File: config.mk
export PLATFORM = sky130hd
export DESIGN_NAME = flash_read_engine
export DESIGN_NICKNAME = d
export VERILOG_FILES = /design/src/rtl/flash_read_pkg.sv /design/src/rtl/flash_read_dp.sv /design/src/rtl/flash_read_ctrl.sv /design/src/rtl/flash_read_engine.sv
export SDC_FILE = /design/constraint.sdc
export NUM_CORES = 1
export LEC_CHECK = 0
export ABC_AREA = 1
export BUFFER_PORTS_ARGS = -buffer_cell sky130_fd_sc_hd__buf_2
export CAP_MARGIN = 20
export CORE_MARGIN = 5
export CORE_UTILIZATION = 44
export DETAILED_ROUTE_END_ITERATION = 10
export GPL_TIMING_DRIVEN = 1
export PLACE_DENSITY_LB_ADDON = 0.25
export RECOVER_POWER = 50
export SLEW_MARGIN = 15
export SYNTH_ARGS = -nofsm -noshare
export SYNTH_HDL_FRONTEND = slang
export SYNTH_SLANG_ARGS = --single-unit
File: constraint.sdc
create_clock -name clk -period 12.5 [get_ports clk]
set_input_delay 2.5 -clock clk [delete_from_list [all_inputs] [get_ports clk]]
set_output_delay 2.5 -clock clk [all_outputs]
set_load 0.02 [all_outputs]
File: src/rtl/flash_read_pkg.sv
package flash_read_pkg;

  localparam int REG_AW = 3;

  localparam logic [REG_AW-1:0] RA_CTRL  = 3'd0;
  localparam logic [REG_AW-1:0] RA_ADDR  = 3'd1;
  localparam logic [REG_AW-1:0] RA_COUNT = 3'd2;
  localparam logic [REG_AW-1:0] RA_INSTR = 3'd3;
  localparam logic [REG_AW-1:0] RA_MODE  = 3'd4;
  localparam logic [REG_AW-1:0] RA_LEVEL = 3'd5;

  localparam int CB_START  = 0;
  localparam int CB_CANCEL = 1;
  localparam int CB_BUSY   = 2;
  localparam int CB_DONE   = 5;

  typedef enum logic [2:0] {
    ST_IDLE,
    ST_OPC,
    ST_ADDR,
    ST_MODE,
    ST_DUMMY,
    ST_DATA
  } seqState_t;

  // strobes from the sequencer to the datapath
  typedef struct packed {
    logic takeByte;
    logic lastByte;
    logic flush;
  } dpCtl_t;

endpackage

File: src/rtl/flash_read_dp.sv
module flash_read_dp
  import flash_read_pkg::*;
#(
  parameter int DEPTH = 8,
  parameter int LVL_W = $clog2(DEPTH + 1)
) (
  input  logic             clk,
  input  logic             rstN,
  input  dpCtl_t           dpCtl,
  input  logic [7:0]       rxByte,
  input  logic             popEn,
  output logic [31:0]      popData,
  output logic [LVL_W-1:0] fifoLevel,
  output logic             fifoFull
);

  localparam int PTR_W = (DEPTH > 1) ? $clog2(DEPTH) : 1;
  localparam logic [LVL_W-1:0] DEPTH_L = LVL_W'(DEPTH);
  localparam logic [PTR_W-1:0] LAST_P  = PTR_W'(DEPTH - 1);

  logic [31:0]      packReg;
  logic [1:0]       packIdx;
  logic [31:0]      mergedWord;
  logic             pushNow;
  logic             doPop;
  logic [PTR_W-1:0] wrPtr;
  logic [PTR_W-1:0] rdPtr;
  logic [31:0]      mem [DEPTH];

  // place the incoming byte into its lane, little-endian
  assign mergedWord = packReg | ({24'h0, rxByte} << {packIdx, 3'b000});
  assign pushNow    = dpCtl.takeByte && (packIdx == 2'd3 || dpCtl.lastByte);
  assign doPop      = popEn && (fifoLevel != '0) && !dpCtl.flush;
  assign fifoFull   = (fifoLevel == DEPTH_L);
  assign popData    = (fifoLevel != '0) ? mem[rdPtr] : 32'h0;

  always_ff @(posedge clk) begin
    if (!rstN || dpCtl.flush) begin
      packReg <= '0;
      packIdx <= '0;
    end else if (dpCtl.takeByte) begin
      if (pushNow) begin
        packReg <= '0;
        packIdx <= '0;
      end else begin
        packReg <= mergedWord;
        packIdx <= packIdx + 2'd1;
      end
    end
  end

  generate
    for (genvar e = 0; e < DEPTH; e++) begin : gEntry
      always_ff @(posedge clk) begin
        if (!rstN) begin
          mem[e] <= '0;
        end else if (pushNow && wrPtr == PTR_W'(e)) begin
          mem[e] <= mergedWord;
        end
      end
    end
  endgenerate

  always_ff @(posedge clk) begin
    if (!rstN || dpCtl.flush) begin
      wrPtr     <= '0;
      rdPtr     <= '0;
      fifoLevel <= '0;
    end else begin
      if (pushNow) wrPtr <= (wrPtr == LAST_P) ? '0 : wrPtr + 1'b1;
      if (doPop)   rdPtr <= (rdPtr == LAST_P) ? '0 : rdPtr + 1'b1;
      case ({pushNow, doPop})
        2'b10:   fifoLevel <= fifoLevel + 1'b1;
        2'b01:   fifoLevel <= fifoLevel - 1'b1;
        default: fifoLevel <= fifoLevel;
      endcase
    end
  end

endmodule

File: src/rtl/flash_read_ctrl.sv
module flash_read_ctrl
  import flash_read_pkg::*;
#(
  parameter int CNT_W = 16,
  parameter int LVL_W = 4
) (
  input  logic              clk,
  input  logic              rstN,
  input  logic              regWrEn,
  input  logic [REG_AW-1:0] regAddr,
  input  logic [31:0]       regWrData,
  output logic [31:0]       regRdData,
  input  logic              fifoFull,
  input  logic [LVL_W-1:0]  fifoLevel,
  output dpCtl_t            dpCtl,
  output logic              flashCsN,
  output logic              flashStrobe,
  output logic              flashRead,
  output logic [7:0]        flashTxByte,
  output logic              doneFlag,
  output logic              busyFlag
);

  // configuration
  logic [31:0]      startAddr;
  logic [CNT_W-1:0] byteCnt;
  logic [7:0]       opcode;
  logic             modeEn;
  logic [4:0]       dummyCfg;
  logic [1:0]       addrCode;
  logic [7:0]       modeByte;

  // sequencing state
  seqState_t        state, stateNext;
  logic [31:0]      addrShift;
  logic [1:0]       addrLeft;
  logic [4:0]       dummyLeft;
  logic [CNT_W-1:0] remain;
  logic             finishNow;
  logic             done;

  logic wrCtrl, startReq, cancelReq, addr4, dataSlot;
  seqState_t postHeader;

  assign wrCtrl    = regWrEn && (regAddr == RA_CTRL);
  assign cancelReq = wrCtrl && regWrData[CB_CANCEL];
  assign startReq  = wrCtrl && regWrData[CB_START] && !cancelReq && (state == ST_IDLE);
  assign addr4     = (addrCode == 2'd3);
  assign dataSlot  = (state == ST_DATA) && !fifoFull;

  // state after the last header byte (address or mode byte)
  always_comb begin
    if (dummyLeft != '0)   postHeader = ST_DUMMY;
    else if (remain != '0) postHeader = ST_DATA;
    else                   postHeader = ST_IDLE;
  end

  always_comb begin
    stateNext = state;
    finishNow = 1'b0;
    unique case (state)
      ST_IDLE:  if (startReq) stateNext = ST_OPC;
      ST_OPC:   stateNext = ST_ADDR;
      ST_ADDR:  if (addrLeft == '0) stateNext = modeEn ? ST_MODE : postHeader;
      ST_MODE:  stateNext = postHeader;
      ST_DUMMY: if (dummyLeft == 5'd1) stateNext = (remain != '0) ? ST_DATA : ST_IDLE;
      ST_DATA:  if (dataSlot && remain == CNT_W'(1)) stateNext = ST_IDLE;
      default:  stateNext = ST_IDLE;
    endcase
    if (state != ST_IDLE && stateNext == ST_IDLE) finishNow = 1'b1;
    if (cancelReq) begin
      stateNext = ST_IDLE;
      finishNow = 1'b0;
    end
  end

  always_ff @(posedge clk) begin
    if (!rstN) begin
      startAddr <= '0;
      byteCnt   <= '0;
      opcode    <= '0;
      modeEn    <= 1'b0;
      dummyCfg  <= '0;
      addrCode  <= '0;
      modeByte  <= '0;
    end else if (regWrEn) begin
      unique case (regAddr)
        RA_ADDR:  startAddr <= regWrData;
        RA_COUNT: byteCnt   <= regWrData[CNT_W-1:0];
        RA_INSTR: begin
          opcode   <= regWrData[7:0];
          modeEn   <= regWrData[8];
          dummyCfg <= regWrData[13:9];
          addrCode <= regWrData[15:14];
        end
        RA_MODE:  modeByte  <= regWrData[7:0];
        default:  ;
      endcase
    end
  end

  always_ff @(posedge clk) begin
    if (!rstN) begin
      state     <= ST_IDLE;
      addrShift <= '0;
      addrLeft  <= '0;
      dummyLeft <= '0;
      remain    <= '0;
      done      <= 1'b0;
    end else begin
      state <= stateNext;
      if (wrCtrl && regWrData[CB_DONE]) done <= 1'b0;
      if (cancelReq) done <= 1'b0;
      if (finishNow) done <= 1'b1;
      if (startReq) begin
        addrShift <= addr4 ? startAddr : {startAddr[23:0], 8'h00};
        addrLeft  <= addr4 ? 2'd3 : 2'd2;
        dummyLeft <= dummyCfg;
        remain    <= byteCnt;
        done      <= 1'b0;
      end
      if (state == ST_ADDR) begin
        addrShift <= {addrShift[23:0], 8'h00};
        if (addrLeft != '0) addrLeft <= addrLeft - 2'd1;
      end
      if (state == ST_DUMMY) dummyLeft <= dummyLeft - 5'd1;
      if (dataSlot) remain <= remain - CNT_W'(1);
    end
  end

  // flash side
  assign flashCsN    = (state == ST_IDLE);
  assign flashRead   = (state == ST_DATA);
  assign flashStrobe = (state == ST_OPC) || (state == ST_ADDR) || (state == ST_MODE) || dataSlot;

  always_comb begin
    unique case (state)
      ST_OPC:  flashTxByte = opcode;
      ST_ADDR: flashTxByte = addrShift[31:24];
      ST_MODE: flashTxByte = modeByte;
      default: flashTxByte = 8'h00;
    endcase
  end

  assign dpCtl.takeByte = dataSlot && !cancelReq;
  assign dpCtl.lastByte = (remain == CNT_W'(1));
  assign dpCtl.flush    = cancelReq;

  assign doneFlag = done;
  assign busyFlag = (state != ST_IDLE);

  // register readback
  always_comb begin
    regRdData = '0;
    unique case (regAddr)
      RA_CTRL: begin
        regRdData[CB_BUSY] = busyFlag;
        regRdData[CB_DONE] = done;
      end
      RA_ADDR:  regRdData = startAddr;
      RA_COUNT: regRdData[CNT_W-1:0] = byteCnt;
      RA_INSTR: regRdData[15:0] = {addrCode, dummyCfg, modeEn, opcode};
      RA_MODE:  regRdData[7:0] = modeByte;
      RA_LEVEL: regRdData[LVL_W-1:0] = fifoLevel;
      default:  regRdData = '0;
    endcase
  end

endmodule

File: src/rtl/flash_read_engine.sv
module flash_read_engine
  import flash_read_pkg::*;
#(
  parameter int DEPTH = 8,
  parameter int CNT_W = 16
) (
  input  logic        clk,
  input  logic        rstN,
  input  logic        regWrEn,
  input  logic [2:0]  regAddr,
  input  logic [31:0] regWrData,
  output logic [31:0] regRdData,
  input  logic        popEn,
  output logic [31:0] popData,
  output logic        flashCsN,
  output logic        flashStrobe,
  output logic        flashRead,
  output logic [7:0]  flashTxByte,
  input  logic [7:0]  flashRxByte
);

  localparam int LVL_W = $clog2(DEPTH + 1);

  dpCtl_t           dpCtl;
  logic [LVL_W-1:0] fifoLevel;
  logic             fifoFull;
  logic             doneFlag;
  logic             busyFlag;

  flash_read_ctrl #(.CNT_W(CNT_W), .LVL_W(LVL_W)) uCtrl (
    .clk         (clk),
    .rstN        (rstN),
    .regWrEn     (regWrEn),
    .regAddr     (regAddr),
    .regWrData   (regWrData),
    .regRdData   (regRdData),
    .fifoFull    (fifoFull),
    .fifoLevel   (fifoLevel),
    .dpCtl       (dpCtl),
    .flashCsN    (flashCsN),
    .flashStrobe (flashStrobe),
    .flashRead   (flashRead),
    .flashTxByte (flashTxByte),
    .doneFlag    (doneFlag),
    .busyFlag    (busyFlag)
  );

  flash_read_dp #(.DEPTH(DEPTH), .LVL_W(LVL_W)) uDp (
    .clk       (clk),
    .rstN      (rstN),
    .dpCtl     (dpCtl),
    .rxByte    (flashRxByte),
    .popEn     (popEn),
    .popData   (popData),
    .fifoLevel (fifoLevel),
    .fifoFull  (fifoFull)
  );

endmodule

==> metrics.md, run 1 <==
| Metric | Value |
|---|---|
| Run status | `finished, violations left` |
| Failing checks | `max-capacitance violations, max-slew violations` |
| Routed wl met3 | `4190 microns` |
| Clk sinks | `434` |
| Syn_area_per_cell | `8.69 sq um` |
| Post-synthesis cell area | `0.0199 sq mm` |
| Tot GR Track Use | `23.0%` |
| Vias post-DR | `16,600` |
| Post-CTS Hold Buffers | `0` |
| Crit path launch type | `input pin` |
| Slew HR | `-101%` |
| Gpl congestion | `0.891` |
| Achievable Freq | `135 MHz` |
| Register area share after synthesis | `56.6%` |
| Top FF cell, synth | `edfxtp_1` |
| Synth warnings | `0` |
| Top routing layer used | `met5` |
| Vias in the first global route | `15,900` |
| Hold Vio Cnt, Final | `0` |
| Die Ht | `222 microns` |
| Critical path class | `in2reg` |
| Worst Skew | `0.0106 ns` |
| Area grow syn2layout | `12.4%` |
| CP max FO | `34` |
| MaxCap Viol Count | `10` |
| Final nets | `2,404` |
| Vias per cell | `5.60` |
| Worst Max-Slew Pin Slew | `3.01 ns` |
| WL/cell | `19.7 microns` |
| Row Count | `77` |
| Core area | `0.0444 sq mm` |
| CTS tree | `yes` |
| DP Worst Slack | `5.33 ns` |
| Final core utilization | `50.3%` |
| Post-route ant nets | `0` |
| TNS Setup | `0 ns` |
| Multi-input combinational cell area | `0.00730 sq mm` |
| Chip Width | `222 microns` |
| CTS H-tree depth | `2` |
| Layout cells sized above 1 | `9.19%` |
| Post-Synthesis Cells | `2,287` |
| Root Driver | `clkbuf_16` |
| TritonCTS buffer count | `46` |
| Fillers | `4,192` |
| IO Pins | `122` |
| Final hold slack | `0.446 ns` |
| WL met1 | `24,400 microns` |
| Period utilisation layout | `59.4%` |
| Die area | `0.0495 sq mm` |
| Worst-path clk slew | `0.06 ns` |
| Pin count of the biggest net entering global routing | `89` |
| Post-CTS sizing | `0` |
| DR iter-0 viols | `1,513` |
| GRT overflow | `0` |
| PortBufs | `121` |
| Number of synthesized register bits | `434` |
| Post-synth EDFFs | `256` |
| Post-Syn Nets | `2,355` |
| Crit end category | `flop` |
| First-pass GRT wire length | `91,000 microns` |
| Final WS setup | `5.07 ns` |
| RSZ-0062 raised after global routing | `false` |
| IR drop worst, VDD | `86.8 uV` |
| Power per Cell Area | `150 mW/mm^2` |
| Reg area | `0.0113 sq mm` |
| Total Power | `0.00335 W` |
| Clk_lat worst skew | `0.58 ns` |
| Final WL | `58,500 microns` |
| Hold Crit Class | `reg2reg` |
| Initial antenna violation count | `3` |
| Post-route DRC | `0` |
| CTS max path bufs | `3` |
| Post-synthesis async set-or-reset flop share | `0%` |
| Yosys cell types | `43` |
| Req. time, crit path | `12.74 ns` |
| Initial Util | `44.7%` |
| Max-slew violation count | `360` |
| Worst Path Arrival | `7.67 ns` |
| Total iterations of the first detailed-routing run | `8` |
| Post-DP HPWL | `35,700 microns` |
| Tmin final | `7.43 ns` |
| Post CTS Setup Buffer Count | `0` |
| Final setup vio count | `0` |
| Leakage | `8.16 nW` |
| DR WL met2 | `28,100 microns` |
## Yosys cell counts (2+ instances only)
master | count | area share [%]
o211ai_1 | 23 | 0.87
o32ai_1 | 64 | 2.8
nor2_4 | 2 | 0.11
a31oi_1 | 23 | 0.72
ha_1 | 20 | 1.3
nand3b_1 | 2 | 0.076
mux2_2 | 2 | 0.11
edfxtp_1 | 256 | 39
mux2i_1 | 5 | 0.25
nand3_1 | 64 | 1.6
buf_1 | 10 | 0.19
o22ai_1 | 9 | 0.28
buf_2 | 38 | 0.96
nor2_2 | 2 | 0.063
nand2_1 | 236 | 4.5
a21oi_1 | 137 | 3.5
buf_6 | 5 | 0.28
inv_1 | 171 | 3.2
o31ai_1 | 24 | 0.91
nor3_1 | 12 | 0.30
nand2_2 | 7 | 0.22
clkbuf_1 | 94 | 1.8
nand4_1 | 28 | 0.88
dfxtp_1 | 178 | 18
xor2_1 | 3 | 0.13
nor2_1 | 652 | 12
a22oi_1 | 2 | 0.076
o221ai_1 | 11 | 0.48
inv_2 | 4 | 0.076
o21ai_0 | 190 | 4.8
## logic make-up (layout without fill, tap and decap cells)
| kind of cell | count (synthesis) | after routing | share of synthesized area, % |
|---|---|---|---|
| DFF | 434 | 434 | 56.6 |
| other | 0 | 2 | 0 |
| and+or+nand+nor | 1008 | 1008 | 20.2 |
| AOI/OAI and AO/OA | 489 | 489 | 14.7 |
| buffers and inverters | 325 | 411 | 6.59 |
| muxes | 7 | 7 | 0.365 |
| adders and majority gates | 21 | 21 | 1.36 |
| xor gates and xnor gates | 3 | 3 | 0.132 |
## flip-flops by register name (all words and copies together), names as in the netlist, named ones only
signal           count
uCtrl.addrCode       2
uCtrl.addrLeft       2
uCtrl.addrShift     32
uCtrl.byteCnt       16
uCtrl.doneFlag       1
uCtrl.dummyCfg       5
uCtrl.dummyLeft      5
uCtrl.modeByte       8
uCtrl.modeEn         1
uCtrl.opcode         8
uCtrl.remain        16
uCtrl.startAddr     32
uCtrl.state          3
uDp.fifoLevel        4
uDp.mem            256
uDp.packIdx          2
uDp.packReg         32
uDp.rdPtr            3
uDp.wrPtr            3
## worst max-delay path: stages
cell and delay (ns):
clkbuf_1 0.14, nor2_1 0.28, nand4_1 0.33, nand2_1 0.23, clkinvlp_2 0.96, nand2_1 0.99, inv_1 0.40, nand3_1 0.15
clkbuf_1 1.51, nor2_1 0.11
## power breakdown
group          leakage (nW)  total [W]  internal, W  switching [W]
Sequential             4.06    0.00158      0.00155      0.0000263
Combinational          3.33   0.000354    0.0000988       0.000255
Clock                 0.776    0.00142     0.000857       0.000563
Total                  8.16    0.00335      0.00251       0.000844
## worst paths after layout
kind | from | to | slack [ns] | cells past startpoint
max | regAddr[2] | uDp.mem[7][10] | 5.07 | 10
min | uDp.packReg[10] | uDp.packReg[10] | 0.45 | 2
max reg2reg | uDp.fifoLevel[2] | uDp.mem[7][10] | 6.41 | 11
min reg2reg | uDp.packReg[10] | uDp.packReg[10] | 0.45 | 2
## metal layers
metal,track usage (%),up-vias
li1,-,7864
met1,30.8,7998
met2,38.1,630
met3,4.13,114
met4,7.29,2
met5,0,-
## metrics by stage
stage	instances	area, sq um
2_1_floorplan	2287	19900
3_3_place_gp	2879	20800
3_5_place_dp	2879	20800
4_1_cts	2964	22400
5_1_grt	2965	22300
6_report	2967	22300
## layout by cell type (no fill, tap or decap), drive strengths merged, types with 2 or more instances in the layout
cell type	netlist	final
a21oi	137	137
a22oi	2	2
a31oi	23	23
buf	53	130
bufinv	0	5
clkbuf	94	85
clkinv	2	15
dfxtp	178	178
diode	0	2
edfxtp	256	256
ha	20	20
inv	176	175
mux2	2	2
mux2i	5	5
nand2	243	243
nand3	65	65
nand3b	2	2
nand4	28	28
nor2	656	656
nor3	13	13
o211ai	23	23
o21ai	190	190
o221ai	11	11
o22ai	9	9
o31ai	24	24
o32ai	64	64
xor2	3	3
## layout make-up
class / instances / area share (%)
clock buffers: 67 / 6.10
well taps: 592 / 3.32
inverters: 178 / 3.01
flip-flops and latches: 434 / 50.4
repair buffers: 148 / 3.46
diodes: 2 / 0.0224
multi-input cells: 1528 / 32.7
clock inverters: 18 / 0.947
Note: power is estimated with default switching activity, not from simulation.
==> inputs of run 2 (changes only) <==
Settings changed: ABC_AREA 1 to 0.
Clock period 12.5 ns to 7.7 ns, I/O delays scaled along.
==> run 2 against run 1 <==
Against the previous run: the run still ends with max-capacitance violations, max-slew violations left; clock skew rose by 0.017 ns; total power rose by 47%; sequential cell count unchanged; worst setup slack got worse by 3.6 ns; global-route usage decreased by 0.83 points; critical path type unchanged; synthesized area is 2.4% lower; count of clock-buffer cells in the layout shrank 1; core utilization shrank 0.18 points; first-iteration DRC count shrank 4.8%; register-to-register slack worse by 2.8 ns; sequential share of layout area rose by 0.73 points; synthesized cell count fell by 20%.
==> metrics.md, run 2 <==
| Metric | Value |
|---|---|
| Area leader, netlist | `edfxtp_1` |
| Pin count of the biggest net entering global routing | `88 (-1.1%)` |
| Sw Pwr | `0.00106 W (+26%)` |
| Worst Max-Slew Pin Slew | `2.24 ns (-0.767 ns)` |
| WL/cell | `21.4 microns (+8.3%)` |
| First-pass GRT wire length | `83,000 microns (-8.8%)` |
| TNS Setup | `0 ns (unchanged)` |
| Final core utilization | `50.1% (-0.18 points)` |
| Top-count cell post-synth | `nor2_1` |
| Die Ht | `220 microns (-1.1%)` |
| Largest register FFs | `256 (unchanged)` |
| Root Driver | `clkbuf_16` |
| Commonest cells in the netlist | `nor2_1 (342), edfxtp_1 (256), nand2_1 (255), a21oi_1 (206), dfxtp_1 (178)` |
| Worst Skew | `0.0273 ns (+0.0167 ns)` |
| Initial Util | `44.1% (-0.59 points)` |
| Initial antenna violation count | `1 (-2)` |
| Synth warnings | `0 (unchanged)` |
| Multi-input combinational cell area | `0.00764 sq mm (+4.6%)` |
| Syn_area_per_cell | `10.6 sq um (+22%)` |
| Post-synthesis cell area | `0.0194 sq mm (-2.4%)` |
| Tmin final | `6.27 ns` |
| Post-route ant nets | `0 (unchanged)` |
| Clk sinks | `434 (unchanged)` |
| Post-synthesis async set-or-reset flop share | `0% (unchanged)` |
| Sw Ratio | `21.5% (-3.7 points)` |
| Worst Path Arrival | `6.76 ns (-0.91 ns)` |
| Crit end category | `flop` |
| Clk pwr share | `45.1% (+2.7 points)` |
| Total iterations of the first detailed-routing run | `7 (-1)` |
| Hold Vio Cnt, Final | `0 (unchanged)` |
| DR iter-0 viols | `1,440 (-4.8%)` |
| Achievable Freq | `160 MHz` |
| CP max FO | `87 (+160%)` |
| Final WL | `53,800 microns (-8.0%)` |
| Slew HR | `-49.5% (+51 points)` |
| Top FF cell, synth | `edfxtp_1` |
| Run status | `finished, violations left` |
| Chip Width | `220 microns (-1.1%)` |
| Req. time, crit path | `8.20 ns (-4.54 ns)` |
| CTS tree | `yes` |
| Vias in the first global route | `14,100 (-11%)` |
| Yosys cell types | `61 (+42%)` |
| Worst-path clk slew | `0.06 ns (about the same)` |
| Hold Crit Class | `reg2reg` |
| Vias post-DR | `14,400 (-13%)` |
| Post-CTS sizing | `0 (unchanged)` |
| Critical path class | `in2reg` |
| Power per Cell Area | `224 mW/mm^2 (+49%)` |
| GRT overflow | `0 (unchanged)` |
| Period utilisation layout | `81.4%` |
| Number of synthesized register bits | `434 (unchanged)` |
| Fillers | `4,032 (-3.8%)` |
| Final WS setup | `1.43 ns (-3.64 ns)` |
| Post-route DRC | `0 (unchanged)` |
| Post-CTS Hold Buffers | `0 (unchanged)` |
| Top area cells in the synthesized netlist | `edfxtp_1 (40%), dfxtp_1 (18%), mux4_2 (7.4%)` |
| Layout cells sized above 1 | `16.3% (+7.1 points)` |
| CP cell instances | `clkbuf_1 > clkinvlp_2 > buf_4 > a21oi_1 > o21ai_2 > clkbuf_1 > nor2_1` |
| Post-DP HPWL | `33,800 microns (-5.6%)` |
| Failing checks | `max-capacitance violations, max-slew violations` |
| Most frequent cells in the layout | `nor2_1 (342), edfxtp_1 (256), nand2_1 (254), a21oi_1 (206), dfxtp_1 (175)` |
| Clk_lat worst skew | `0.59 ns (about the same)` |
| Core area | `0.0439 sq mm (-1.1%)` |
| Largest stage delay on the critical path | `1.70 ns (+0.19 ns)` |
| Area grow syn2layout | `13.5%` |
| Max-slew violation count | `199 (-45%)` |
| Crit path launch type | `input pin` |
| Gate power share | `3.5% (-7.0 points)` |
| Tot GR Track Use | `22.1% (-0.83 points)` |
| Biggest register | `uDp.mem` |
| Row Count | `77 (unchanged)` |
| Post-synth EDFFs | `256 (unchanged)` |
| Vias per cell | `5.73 (+2.3%)` |
| Critical path's slowest cell | `clkinvlp_2` |
| Die area | `0.0484 sq mm (-2.3%)` |
| Sequential power share | `51.4% (+4.3 points)` |
| Gpl congestion | `0.860 (-3.4%)` |
| Pint | `0.00387 W (+54%)` |
| Leakage | `7.38 nW (-9.5%)` |
| Cell mode on critical path | `clkbuf_1` |
| CTS max path bufs | `3 (unchanged)` |
| MaxCap Viol Count | `6 (-4)` |
| Reg area | `0.0113 sq mm (about the same)` |
| DP Worst Slack | `1.92 ns (-3.41 ns)` |
| Post-Syn Nets | `1,895 (-20%)` |
| Final nets | `1,960 (-18%)` |
| IO Pins | `122 (unchanged)` |
| Total Power | `0.00493 W (+47%)` |
| PortBufs | `121 (unchanged)` |
| Register area share after synthesis | `58.0% (+1.4 points)` |
| Post-Synthesis Cells | `1,827 (-20%)` |
| Final setup vio count | `0 (unchanged)` |
| CTS H-tree depth | `2 (unchanged)` |
| Post CTS Setup Buffer Count | `0 (unchanged)` |
| TritonCTS buffer count | `46 (unchanged)` |
| IR drop worst, VDD | `175 uV (+100%)` |
| Top-area cell type share of the netlist area | `39.6% (+0.95 points)` |
| RSZ-0062 raised after global routing | `false` |
| Commonest non-fill, non-tap cell in the layout | `nor2_1` |
| # diodes | `0 (-2)` |
run 2: cell count changes in the layout (fill, tap and decap cells not counted), sizes merged, moves of 19 or more:
cell,before,now
a21oi,137,206
o31ai,24,0
a22oi,2,21
mux2i,5,42
nor2,656,342
o21ai,190,24
inv,175,19
o32ai,64,0
mux4,0,64
nor3,13,41
nand3,65,44
and3,0,23
run 2: final timing paths:
path,cells past startpoint,slack (ns),to,start
setup / recovery,7,1.43,uDp.packReg[18],rstN
hold / removal,2,0.45,uCtrl.addrShift[26],uCtrl.addrShift[18]
setup reg to reg,10,3.64,uDp.fifoLevel[3],uCtrl.state[0]
hold reg to reg,2,0.45,uCtrl.addrShift[26],uCtrl.addrShift[18]
run 2: cell families (layout without fill, tap and decap cells):
logic type	after synthesis	count (layout)	share of synthesized area, %
multiplexers	126	126	10.8
AND/OR/NAND/NOR	768	768	16.9
buffers and inverters	151	253	3.08
flip-flops	434	434	58.0
XOR/XNOR	3	3	0.136
adder cells (fa/ha/maj)	21	21	1.39
AO/OA/AOI/OAI	324	324	9.67
run 2: layer usage:
metal | share of wire (%) | track usage [%] | vias to the layer above
met5 | 0.024 | 0 | -
met4 | 2.8 | 6.49 | 2
met3 | 6.7 | 3.83 | 101
met2 | 48 | 36.8 | 570
met1 | 42 | 30.0 | 7097
li1 | - | - | 6668
run 2: worst max-delay path, delay by kind of cell:
family                 cells  cell delay (ns)
buffers and inverters      4             4.34
AO/OA/AOI/OAI              2             0.52
AND/OR/NAND/NOR            1             0.30
run 2: final cells by class:
class / instances / share of cell area [%]
tap: 592 / 3.37
clock inverter: 19 / 0.984
sequential: 434 / 51.2
inverter: 17 / 0.296
multi-input combinational: 1242 / 34.7
clock buffer: 66 / 5.89
timing repair buffer: 151 / 3.58
run 2: through the flow:
step,area (sq um),hold WS (ns),instances
3_3_place_gp,20500,0.437,2434
6_report,22000,0.451,2521
5_1_grt,22000,0.472,2521
4_1_cts,22000,0.455,2520
3_5_place_dp,20500,0.445,2435
2_1_floorplan,19400,0.432,1827
run 2: power by group through the flow:
stage,registers (W),logic [W],clock network (W)
2_1_floorplan,0.00258,0.000105,0
3_3_place_gp,0.00258,0.000171,0
3_5_place_dp,0.00258,0.000173,0
4_1_cts,0.00253,0.000174,0.00226
5_1_grt,0.00254,0.000186,0.00236
6_report,0.00254,0.000174,0.00222
